<file path="src/rtl/pseq_pkg.sv">
package pseq_pkg;

   typedef enum logic [2:0] {
      ST_OFF    = 3'd0,
      ST_SETTLE = 3'd1,
      ST_MUTED  = 3'd2,
      ST_PLAY   = 3'd3,
      ST_DRAIN  = 3'd4,
      ST_SHDN   = 3'd5
   } pseq_state_t;

   function automatic int unsigned pseq_max(input int unsigned a, input int unsigned b);
      return (a > b) ? a : b;
   endfunction

endpackage

</file>
<file path="src/rtl/pseq_ms_tick.sv">
module pseq_ms_tick #(
   parameter int unsigned CLKS_PER_MS = 1000
) (
   input  logic clk,
   input  logic rst_n,
   output logic tick
);
   localparam int unsigned CW = (CLKS_PER_MS > 1) ? $clog2(CLKS_PER_MS) : 1;

   if (CLKS_PER_MS < 1) begin : g_bad_div
      $error("CLKS_PER_MS must be at least 1");
   end

   if (CLKS_PER_MS == 1) begin : g_every_clk
      logic tick_q;
      always_ff @(posedge clk or negedge rst_n) begin
         if (!rst_n) tick_q <= 1'b0;
         else        tick_q <= 1'b1;
      end
      assign tick = tick_q;
   end else begin : g_divider
      logic [CW-1:0] div_q;
      localparam logic [CW-1:0] LAST = CW'(CLKS_PER_MS - 1);
      always_ff @(posedge clk or negedge rst_n) begin
         if (!rst_n)              div_q <= '0;
         else if (div_q == LAST)  div_q <= '0;
         else                     div_q <= div_q + 1'b1;
      end
      assign tick = (div_q == LAST);

      p_tick_period_r2 : assert property (@(posedge clk) disable iff (!rst_n)
         tick |=> !tick);
   end

endmodule

</file>
<file path="src/rtl/pseq_ms_timer.sv">
module pseq_ms_timer #(
   parameter int unsigned TW = 6
) (
   input  logic          clk,
   input  logic          rst_n,
   input  logic          tick,
   input  logic          load,
   input  logic [TW-1:0] load_val,
   output logic          done
);
   if (TW < 2) begin : g_bad_width
      $error("timer width too small");
   end

   logic [TW-1:0] cnt_q;

   always_ff @(posedge clk or negedge rst_n) begin
      if (!rst_n)                       cnt_q <= '0;
      else if (load)                    cnt_q <= load_val;
      else if (tick && cnt_q != '0)     cnt_q <= cnt_q - 1'b1;
   end

   assign done = (cnt_q == '0);

   p_no_tick_no_move_r7 : assert property (@(posedge clk) disable iff (!rst_n)
      (!load && !tick) |=> $stable(cnt_q));
   p_load_arms_r2 : assert property (@(posedge clk) disable iff (!rst_n)
      (load && load_val != '0) |=> !done);

endmodule

</file>
<file path="src/rtl/pseq_fsm.sv">
module pseq_fsm
   import pseq_pkg::*;
#(
   parameter int unsigned TW        = 6,
   parameter int unsigned SETTLE_MS = 30,
   parameter int unsigned GAP_MS    = 5,
   parameter int unsigned FALL_MS   = 3
) (
   input  logic          clk,
   input  logic          rst_n,
   input  logic          req_stby,
   input  logic          req_mute,
   input  logic          req_shdn,
   input  logic          a_done,
   input  logic          g_done,
   output logic          a_load,
   output logic [TW-1:0] a_val,
   output logic          g_load,
   output logic          stby_en,
   output logic          mute_en,
   output logic          shdn_en,
   output logic          busy
);
   localparam logic [TW-1:0] SETTLE_LD = TW'(SETTLE_MS + 1);
   localparam logic [TW-1:0] FALL_LD   = TW'(FALL_MS + 1);

   pseq_state_t st_q, st_d;
   logic        down_req;

   assign down_req = req_stby | req_shdn;

   always_comb begin
      st_d   = st_q;
      a_load = 1'b0;
      a_val  = '0;
      g_load = 1'b0;
      unique case (st_q)
         ST_OFF: begin
            if (req_shdn) st_d = ST_SHDN;
            else if (!req_stby) begin
               st_d   = ST_SETTLE;
               a_load = 1'b1;
               a_val  = SETTLE_LD;
               g_load = 1'b1;
            end
         end
         ST_SETTLE: begin
            if (down_req) begin
               if (g_done) begin
                  st_d   = ST_DRAIN;
                  a_load = 1'b1;
                  a_val  = FALL_LD;
               end
            end else if (a_done) begin
               st_d = req_mute ? ST_MUTED : ST_PLAY;
            end
         end
         ST_MUTED: begin
            if (down_req) begin
               if (g_done) begin
                  st_d   = ST_DRAIN;
                  a_load = 1'b1;
                  a_val  = FALL_LD;
               end
            end else if (!req_mute) begin
               st_d = ST_PLAY;
            end
         end
         ST_PLAY: begin
            if (down_req || req_mute) st_d = ST_MUTED;
         end
         ST_DRAIN: begin
            if (a_done) st_d = ST_OFF;
         end
         ST_SHDN: begin
            if (!req_shdn) st_d = ST_OFF;
         end
         default: st_d = ST_OFF;
      endcase
   end

   always_ff @(posedge clk or negedge rst_n) begin
      if (!rst_n) begin
         st_q    <= ST_OFF;
         stby_en <= 1'b1;
         mute_en <= 1'b1;
         shdn_en <= 1'b0;
      end else begin
         st_q    <= st_d;
         stby_en <= (st_d == ST_OFF) || (st_d == ST_DRAIN) || (st_d == ST_SHDN);
         mute_en <= (st_d != ST_PLAY);
         shdn_en <= (st_d == ST_SHDN);
      end
   end

   assign busy = (st_q == ST_SETTLE) || (st_q == ST_DRAIN) ||
                 ((st_q == ST_MUTED) && down_req && !g_done);

   p_mute_leads_stby_r4 : assert property (@(posedge clk) disable iff (!rst_n)
      $rose(stby_en) |-> $past(mute_en));
   p_play_needs_power_r2 : assert property (@(posedge clk) disable iff (!rst_n)
      !mute_en |-> !stby_en);
   p_shdn_safe_r6 : assert property (@(posedge clk) disable iff (!rst_n)
      shdn_en |-> (stby_en && mute_en));
   p_gap_respected_r5 : assert property (@(posedge clk) disable iff (!rst_n)
      ($rose(stby_en) && !shdn_en) |-> $past(g_done));
   p_drain_hold_r7 : assert property (@(posedge clk) disable iff (!rst_n)
      (st_q == ST_DRAIN && !a_done) |=> stby_en);
   p_unmute_after_expiry_r3 : assert property (@(posedge clk) disable iff (!rst_n)
      $fell(mute_en) |-> $past(a_done));

endmodule

</file>
<file path="src/rtl/amp_power_seq.sv">
module amp_power_seq
   import pseq_pkg::*;
#(
   parameter int unsigned CLKS_PER_MS = 1000,
   parameter int unsigned UNMUTE_MS   = 30,
   parameter int unsigned CP_RISE_MS  = 2,
   parameter int unsigned GAP_MS      = 5,
   parameter int unsigned FALL_MS     = 3
) (
   input  logic clk,
   input  logic rst_n,
   input  logic req_stby,
   input  logic req_mute,
   input  logic req_shdn,
   output logic stby_en,
   output logic mute_en,
   output logic shdn_en,
   output logic busy
);
   localparam int unsigned SETTLE_MS = pseq_max(UNMUTE_MS, CP_RISE_MS);
   localparam int unsigned MAX_MS    = pseq_max(SETTLE_MS, pseq_max(GAP_MS, FALL_MS));
   localparam int unsigned TW        = pseq_max($clog2(MAX_MS + 2), 2);

   if (SETTLE_MS < 1 || GAP_MS < 1 || FALL_MS < 1) begin : g_bad_wait
      $error("all waits must be at least 1 ms");
   end

   logic          tick;
   logic          a_load, g_load, a_done, g_done;
   logic [TW-1:0] a_val;

   pseq_ms_tick #(.CLKS_PER_MS(CLKS_PER_MS)) u_tick (
      .clk(clk), .rst_n(rst_n), .tick(tick));

   pseq_ms_timer #(.TW(TW)) u_wait (
      .clk(clk), .rst_n(rst_n), .tick(tick),
      .load(a_load), .load_val(a_val), .done(a_done));

   pseq_ms_timer #(.TW(TW)) u_gap (
      .clk(clk), .rst_n(rst_n), .tick(tick),
      .load(g_load), .load_val(TW'(GAP_MS + 1)), .done(g_done));

   pseq_fsm #(
      .TW(TW), .SETTLE_MS(SETTLE_MS), .GAP_MS(GAP_MS), .FALL_MS(FALL_MS)
   ) u_fsm (
      .clk(clk), .rst_n(rst_n),
      .req_stby(req_stby), .req_mute(req_mute), .req_shdn(req_shdn),
      .a_done(a_done), .g_done(g_done),
      .a_load(a_load), .a_val(a_val), .g_load(g_load),
      .stby_en(stby_en), .mute_en(mute_en), .shdn_en(shdn_en), .busy(busy));

   // checker: clocks elapsed since standby dropped, saturating at the settle window
   localparam int unsigned LIM = SETTLE_MS * CLKS_PER_MS;
   localparam int unsigned LW  = $clog2(LIM + 1);
   logic [LW-1:0] rel_cnt;

   always_ff @(posedge clk or negedge rst_n) begin
      if (!rst_n)                    rel_cnt <= '0;
      else if (stby_en)              rel_cnt <= '0;
      else if (rel_cnt != LW'(LIM))  rel_cnt <= rel_cnt + 1'b1;
   end

   p_settle_window_r2 : assert property (@(posedge clk) disable iff (!rst_n)
      $fell(mute_en) |-> (rel_cnt >= LW'(LIM)));

endmodule

</file>
<file path="config.mk">
export PLATFORM = sky130hd
export DESIGN_NAME = amp_power_seq
export DESIGN_NICKNAME = d
export VERILOG_FILES = /design/src/rtl/pseq_pkg.sv /design/src/rtl/pseq_ms_tick.sv /design/src/rtl/pseq_ms_timer.sv /design/src/rtl/pseq_fsm.sv /design/src/rtl/amp_power_seq.sv
export SDC_FILE = /design/constraint.sdc
export NUM_CORES = 1
export LEC_CHECK = 0
export CAP_MARGIN = 20
export CORE_UTILIZATION = 60
export DETAILED_ROUTE_END_ITERATION = 10
export DONT_BUFFER_PORTS = 1
export PLACE_DENSITY_LB_ADDON = 0.2
export SETUP_SLACK_MARGIN = 0.02
export SYNTH_ARGS = -nofsm -noshare
export SYNTH_HDL_FRONTEND = slang
export SYNTH_HIERARCHICAL = 1
export SYNTH_SLANG_ARGS = --single-unit
</file>
<file path="constraint.sdc">
create_clock -name clk -period 2.8 [get_ports clk]
set_clock_uncertainty 0.1 [all_clocks]
set_input_delay 0.56 -clock clk [delete_from_list [all_inputs] [get_ports clk]]
set_output_delay 0.56 -clock clk [all_outputs]
set_load 0.01 [all_outputs]
</file>
Yosys cells after proc, flatten, opt, wreduce, memory -nomap -nowiden
Cells that the tools add are included.
{"block": "word_totals", "reg_bits": 26, "in_bits": 5, "output_inout_bits": 4}
{"block": "classes", "n_addsub": 3, "eq_ne": 9, "n_mux": 28, "bitwise": 1, "n_reduce_logical": 19}
{"operator": "$mux W5", "n": 7}
{"operator": "$mux W3", "n": 11}
{"operator": "$pmux W3 S6", "n": 1}
{"operator": "$eq A3 B3 Y1 const B", "n": 4}
{"operator": "$add A10 B1 Y10 const B", "n": 1}
{"operator": "$eq A10 B10 Y1 const B", "n": 1}
{"operator": "$logic_not A5 Y1", "n": 2}
{"operator": "$mux W10", "n": 1}
{"operator": "$pmux W5 S2", "n": 1}
{"operator": "$reduce_bool A5 Y1", "n": 2}
{"operator": "$sub A5 B1 Y5 const B", "n": 2}
{"operator": "$eq A3 B2 Y1 const B", "n": 2}
{"operator": "$logic_not A3 Y1", "n": 2}
{"operator": "$mux W1", "n": 6}
{"operator": "$logic_or A1 B1 Y1", "n": 5}
{"operator": "$logic_and A1 B1 Y1", "n": 4}
{"operator": "$reduce_bool A2 Y1", "n": 2}
{"operator": "$eq A3 B1 Y1 const B", "n": 1}
{"operator": "$ne A3 B2 Y1 const B", "n": 1}
{"operator": "$pmux W1 S2", "n": 1}
{"operator": "$reduce_or A2 Y1", "n": 1}
{"operator": "$logic_not A1 Y1", "n": 1}
{"operator": "$or A1 B1 Y1", "n": 1}

Longest topological paths before layout
{"block": "depth", "ltp_word": 7, "depth_mapped": 10, "depth_no_buf": 9}

Hierarchy
The synthesis kept the hierarchy.
{"module": "pseq_ms_timer", "n_inst": 2, "cells_per_inst": 32, "area_per_inst_um2": 304.0, "seq_area_each_um2": 125.1}
{"module": "pseq_ms_tick", "n_inst": 1, "cells_per_inst": 43, "area_per_inst_um2": 483.0, "seq_area_each_um2": 250.2}
{"module": "pseq_fsm", "n_inst": 1, "cells_per_inst": 43, "area_per_inst_um2": 414.1, "seq_area_each_um2": 152.6}
{"module": "amp_power_seq", "n_inst": 1, "cells_per_inst": 2, "area_per_inst_um2": 7.5, "seq_area_each_um2": 0.0}

Worst setup path before layout
No wires, ideal clock.
{"block": "synth_path", "path_kind": "register -> register", "start": "register u_gap.cnt_q[0]", "end": "register u_wait.cnt_q[3]", "setup_time_ns": 0.122, "arrival_time_ns": 2.081, "t_required_ns": 2.578, "path_slack_ns": 0.497, "path_stages_with_launch": 11, "n_path_buf": 1, "period_less_slack_ns": 2.303, "path_cell_list": "dfrtp_1 > inv_1 > ha_1 > or4b_4 > inv_1 > o21ai_0 > nor3_1 > or2_1 > clkbuf_1 > nor2b_1 > a21oi_2"}
{"block": "synth_via", "elab_chain_cells": 5, "elab_cells_between_ends": 6, "cone_classes": "4 x mux; 2 x reduce/logical"}
{"item": "from (decl)", "line_no": "pseq_ms_timer.sv:15", "text": "logic [TW-1:0] cnt_q;"}
{"item": "from (signal assigned)", "line_no": "pseq_ms_timer.sv:19", "text": "else if (load) cnt_q <= load_val;"}
{"item": "from (signal assigned)", "line_no": "pseq_ms_timer.sv:20", "text": "else if (tick && cnt_q != '0) cnt_q <= cnt_q - 1'b1;"}
{"item": "$logic_not A5 Y1 *", "line_no": "pseq_ms_timer.sv:23", "text": "assign done = (cnt_q == '0);"}
{"item": "net g_done", "line_no": "amp_power_seq.sv:29", "text": "logic a_load, g_load, a_done, g_done;"}
{"item": "$mux W1 *", "line_no": "pseq_fsm.sv:49, pseq_fsm.sv:60"}
{"item": "$mux W1 *", "line_no": "pseq_fsm.sv:48", "text": "if (down_req) begin"}
{"item": "$pmux W1 S2 *", "line_no": "pseq_fsm.sv:37", "text": "unique case (st_q)"}
{"item": "net a_load", "line_no": "amp_power_seq.sv:29"}
{"item": "$mux W5 or $reduce_bool A2 Y1 (tied branches)"}
{"item": "to (signal assigned)", "line_no": "pseq_ms_timer.sv:19"}
{"item": "to (signal assigned)", "line_no": "pseq_ms_timer.sv:20"}
{"item": "to (decl)", "line_no": "pseq_ms_timer.sv:15"}
The timed path passes the listed nets; every way through them passes the cells marked *.
A chain may end at the register's enable or synchronous reset.

Final worst setup path
{"block": "layout_path", "start": "register u_gap.cnt_q[1]", "end": "output port busy"}
{"block": "layout_via", "elab_chain_cells": 4}
{"item": "$logic_not A5 Y1", "line_no": "pseq_ms_timer.sv:23"}
{"item": "net g_done", "line_no": "amp_power_seq.sv:29"}
{"item": "$logic_not A1 Y1", "line_no": "pseq_fsm.sv:97", "text": "((st_q == ST_MUTED) && down_req && !g_done);"}
{"item": "$logic_and A1 B1 Y1", "line_no": "pseq_fsm.sv:97"}
{"item": "$logic_or A1 B1 Y1", "line_no": "pseq_fsm.sv:96", "text": "assign busy = (st_q == ST_SETTLE) || (st_q == ST_DRAIN) ||"}
{"item": "to (decl)", "line_no": "amp_power_seq.sv:18", "text": "output logic busy"}
The timed path passes the listed nets, and every way through them passes these cells.

==> impl_metrics.json <==
{
  "grt_pass1_vias": 1025,
  "cpPeakStageDelay_ns": 0.52,
  "die-width_um": 52.2,
  "row_count": 17,
  "worstHoldPathType": "primary input to register",
  "mostFrequentLayoutCells": "dfrtp_1 (24), a21oi_1 (14), inv_1 (11)",
  "synth.yosys.warnings": 6,
  "critPathLaunchType": "register",
  "final_min_period_over_clock_period_pct": 94.9,
  "post_synth_inst_count": 152,
  "timing.critical_path.from": "u_gap/cnt_q[1]",
  "fp.coreArea_um2": 2300,
  "finalWeightedCongestion": 0.840,
  "area.growth.synth_to_final_pct": 5.21,
  "cts_tree": "yes",
  "dominant_combinational_cell_family_by_area_after_synthesis": "simple AND/OR/NAND/NOR gates",
  "route.detailed.drc": 0,
  "yosys.cell_types.count": 42,
  "wire_length_of_the_first_global_routing_pass_mm": 4.53,
  "crit_buf_inv": 2,
  "critical_path.cell_chain": "inv_1 > ha_1 > or4b_4 > inv_1 > or4_1 > a21oi_2",
  "total_routing_usage_reported_by_global_routing_pct": 22.7,
  "postSynth.topFlopCell": "dfrtp_1",
  "layout.filler_cells": 187,
  "most_common_cell_after_layout_fill_and_taps_aside": "dfrtp_1",
  "worst_case_hold_slack_ns": 0.252,
  "instances_no_fill": 182,
  "max_freq_ghz": 0.377,
  "synth-async-reset-ratio_pct": 100,
  "antenna_cells": 0,
  "finalCriticalPeriod_ns": 2.66,
  "clock_buffer_count_from_cts": 3,
  "criticalPathCategory": "register to primary output",
  "maxCapViolCount": 0,
  "p_leak_nw": 0.683,
  "synth-adder-area-share_pct": 2.48,
  "unrepaired_setup_endpoints_after_global_routing": "false",
  "synth-xor-area-share_pct": 4.05,
  "total_power_mw": 1.20,
  "detailroute.via_count": 1032,
  "tns_ns": 0,
  "final_critical_path_setup_slack_ns": 0.144,
  "die-height_um": 52.2,
  "insertion_delay_of_the_later_clocked_pin_in_the_worst_skew_pair_ns": 0.31,
  "synthMuxAreaShare_pct": 0,
  "synthSimpleGateAreaFrac_pct": 24.3,
  "timing.critical_path.to_type": "primary output",
  "route.final.wire_length_mm": 2.66,
  "io_buffer_count": 0,
  "synth_edf_count": 0,
  "detailedRoute.firstPassIterationCount": 4,
  "rr_startpoint": "u_tick/g_divider.div_q[0]",
  "ff2ff_setup_slack_ns": 0.28,
  "drtIter0Drc": 11,
  "final_net_count": 163,
  "cts-root-buf": "clkbuf_4",
  "worst_hold_startpoint": "req_mute",
  "vias_per_cell": 5.67,
  "yosys_register_bits": 26,
  "critPathSlowestCell": "or4_1",
  "powerDensity_nw_per_um2": 752,
  "grt_antenna_before_repair": 0,
  "dp_hpwl_mm": 1.95,
  "number_of_buffers_on_the_longest_clock_path": 2,
  "timing_hold_violations_final": 0,
  "pin_count": 9,
  "grt_max_degree": 27,
  "cts.htree.levels": 1,
  "crit_top_cell": "inv_1",
  "signal_arrival_time_at_the_worst_endpoint_ns": 2.00,
  "synthesis.area_per_instance_um2": 9.95,
  "dpl.cell_count": 176,
  "dp_worst_setup_slack_ns": 0.324,
  "drt-wirelength-per-cell_um": 14.6,
  "initial_core_util_pct": 65.8,
  "finalSetupViolations": 0,
  "drive_gt1_share_pct": 19.5,
  "grt-ovfl-total": 0,
  "fraction_of_the_mapped_netlist_area_in_compound_gates_pct": 18.1,
  "cp.required_ns": 2.14,
  "status": "completed",
  "cts.clk_slew.worst_paths_ns": 0.14,
  "largest_driver_fanout_on_the_critical_path": 5,
  "max_slew_violation_total_from_the_final_report": 0,
  "netlist_area_um2": 1510,
  "vdd_ir_drop_max_mv": 0.648,
  "synth.yosys.seq_area_share_pct": 43.2,
  "dieArea_um2": 2730,
  "numClockSinks": 26,
  "critPathTopFamily": "simple AND/OR/NAND/NOR gates",
  "antenna_left": 0
}
## power breakdown
group / internal [mW] / switching [mW]
clock: 0.0794 / 0.107
sequential: 0.486 / 0.126
combinational: 0.187 / 0.211
total: 0.752 / 0.444
## registers in the layout, indices dropped and copies added, names as in the netlist
signal / flops
u_fsm/mute_en: 1
u_fsm/st_q: 3
u_gap/cnt_q: 5
u_fsm/shdn_en: 1
u_wait/cnt_q: 5
u_fsm/stby_en: 1
u_tick/g_divider.div_q: 10
## through the flow
stage / utilization (%) / area, um^2
6_report: 69.3 / 1590
4_1_cts: 69.1 / 1590
2_1_floorplan: - / 1520
5_1_grt: 69.3 / 1590
3_5_place_dp: 66.2 / 1520
3_3_place_gp: 66.2 / 1520
## kinds of logic after synthesis
family	Yosys count
AO/OA/AOI/OAI	36
adder cells (fa/ha/maj)	3
XOR/XNOR	7
buffers and inverters	22
flip-flops	26
other	2
AND/OR/NAND/NOR	56
## layer usage
| metal | track usage, % | vias to the layer above | routed length, um |
|---|---|---|---|
| met1 | 29.5 | 488 | 1280 |
| li1 | - | 529 | - |
| met2 | 38.2 | 13 | 1280 |
| met4 | 7.02 | 0 | 14 |
| met5 | 0 | - | 0 |
| met3 | 4.35 | 2 | 81 |
## cells in the mapped netlist, types with 3 or more instances
cell type	count	area share, %
and3_1	5	2.1
nor3_1	3	0.99
xor2_1	4	2.3
o21ai_0	4	1.3
nor2b_1	6	2.5
nand2b_1	3	1.2
and3_4	4	3.0
nand3_1	6	2.0
nor2_1	7	1.7
xnor2_1	3	1.7
or3_1	4	1.7
nand2_1	7	1.7
dfrtp_1	24	40
ha_1	3	2.5
buf_4	5	2.5
a21oi_2	3	1.7
inv_1	11	2.7
a21oi_1	15	5.0
## final cells by class
cell class	count	area, um^2	area share [%]
Clock buffer	4	36.3	2.28
Inverter	12	45.0	2.83
Multi-Input combinational cell	107	769	48.3
Sequential cell	26	653	41.0
Tap cell	28	35.0	2.20
Timing Repair Buffer	5	52.6	3.30
## worst register-to-register path: cells and delay by family (launching register included)
family	cells	cell delay (ns)
AOI/OAI and AO/OA	1	0.13
adders and majority gates	1	0.25
DFF	1	0.43
and+or+nand+nor	5	1.56
## final timing paths
check,endpoint,cells after the start
hold / removal,u_fsm/mute_en,2
min in group asynchronous,u_fsm/shdn_en,2
max in group asynchronous,u_fsm/mute_en,2
hold reg to reg,u_tick/g_divider.div_q[0],1
setup reg to reg,u_wait/cnt_q[3],7
setup / recovery,busy,6
## repair_timing
item                                    in CTS  in global routing
hold buffers                                 2                  0
hold endpoints to repair                    26                  0
endpoints found under the setup margin       0                  1
setup buffers                                0                  0
gates resized for setup                      0                  1
No activity file was read; power rests on OpenSTA's default activity.
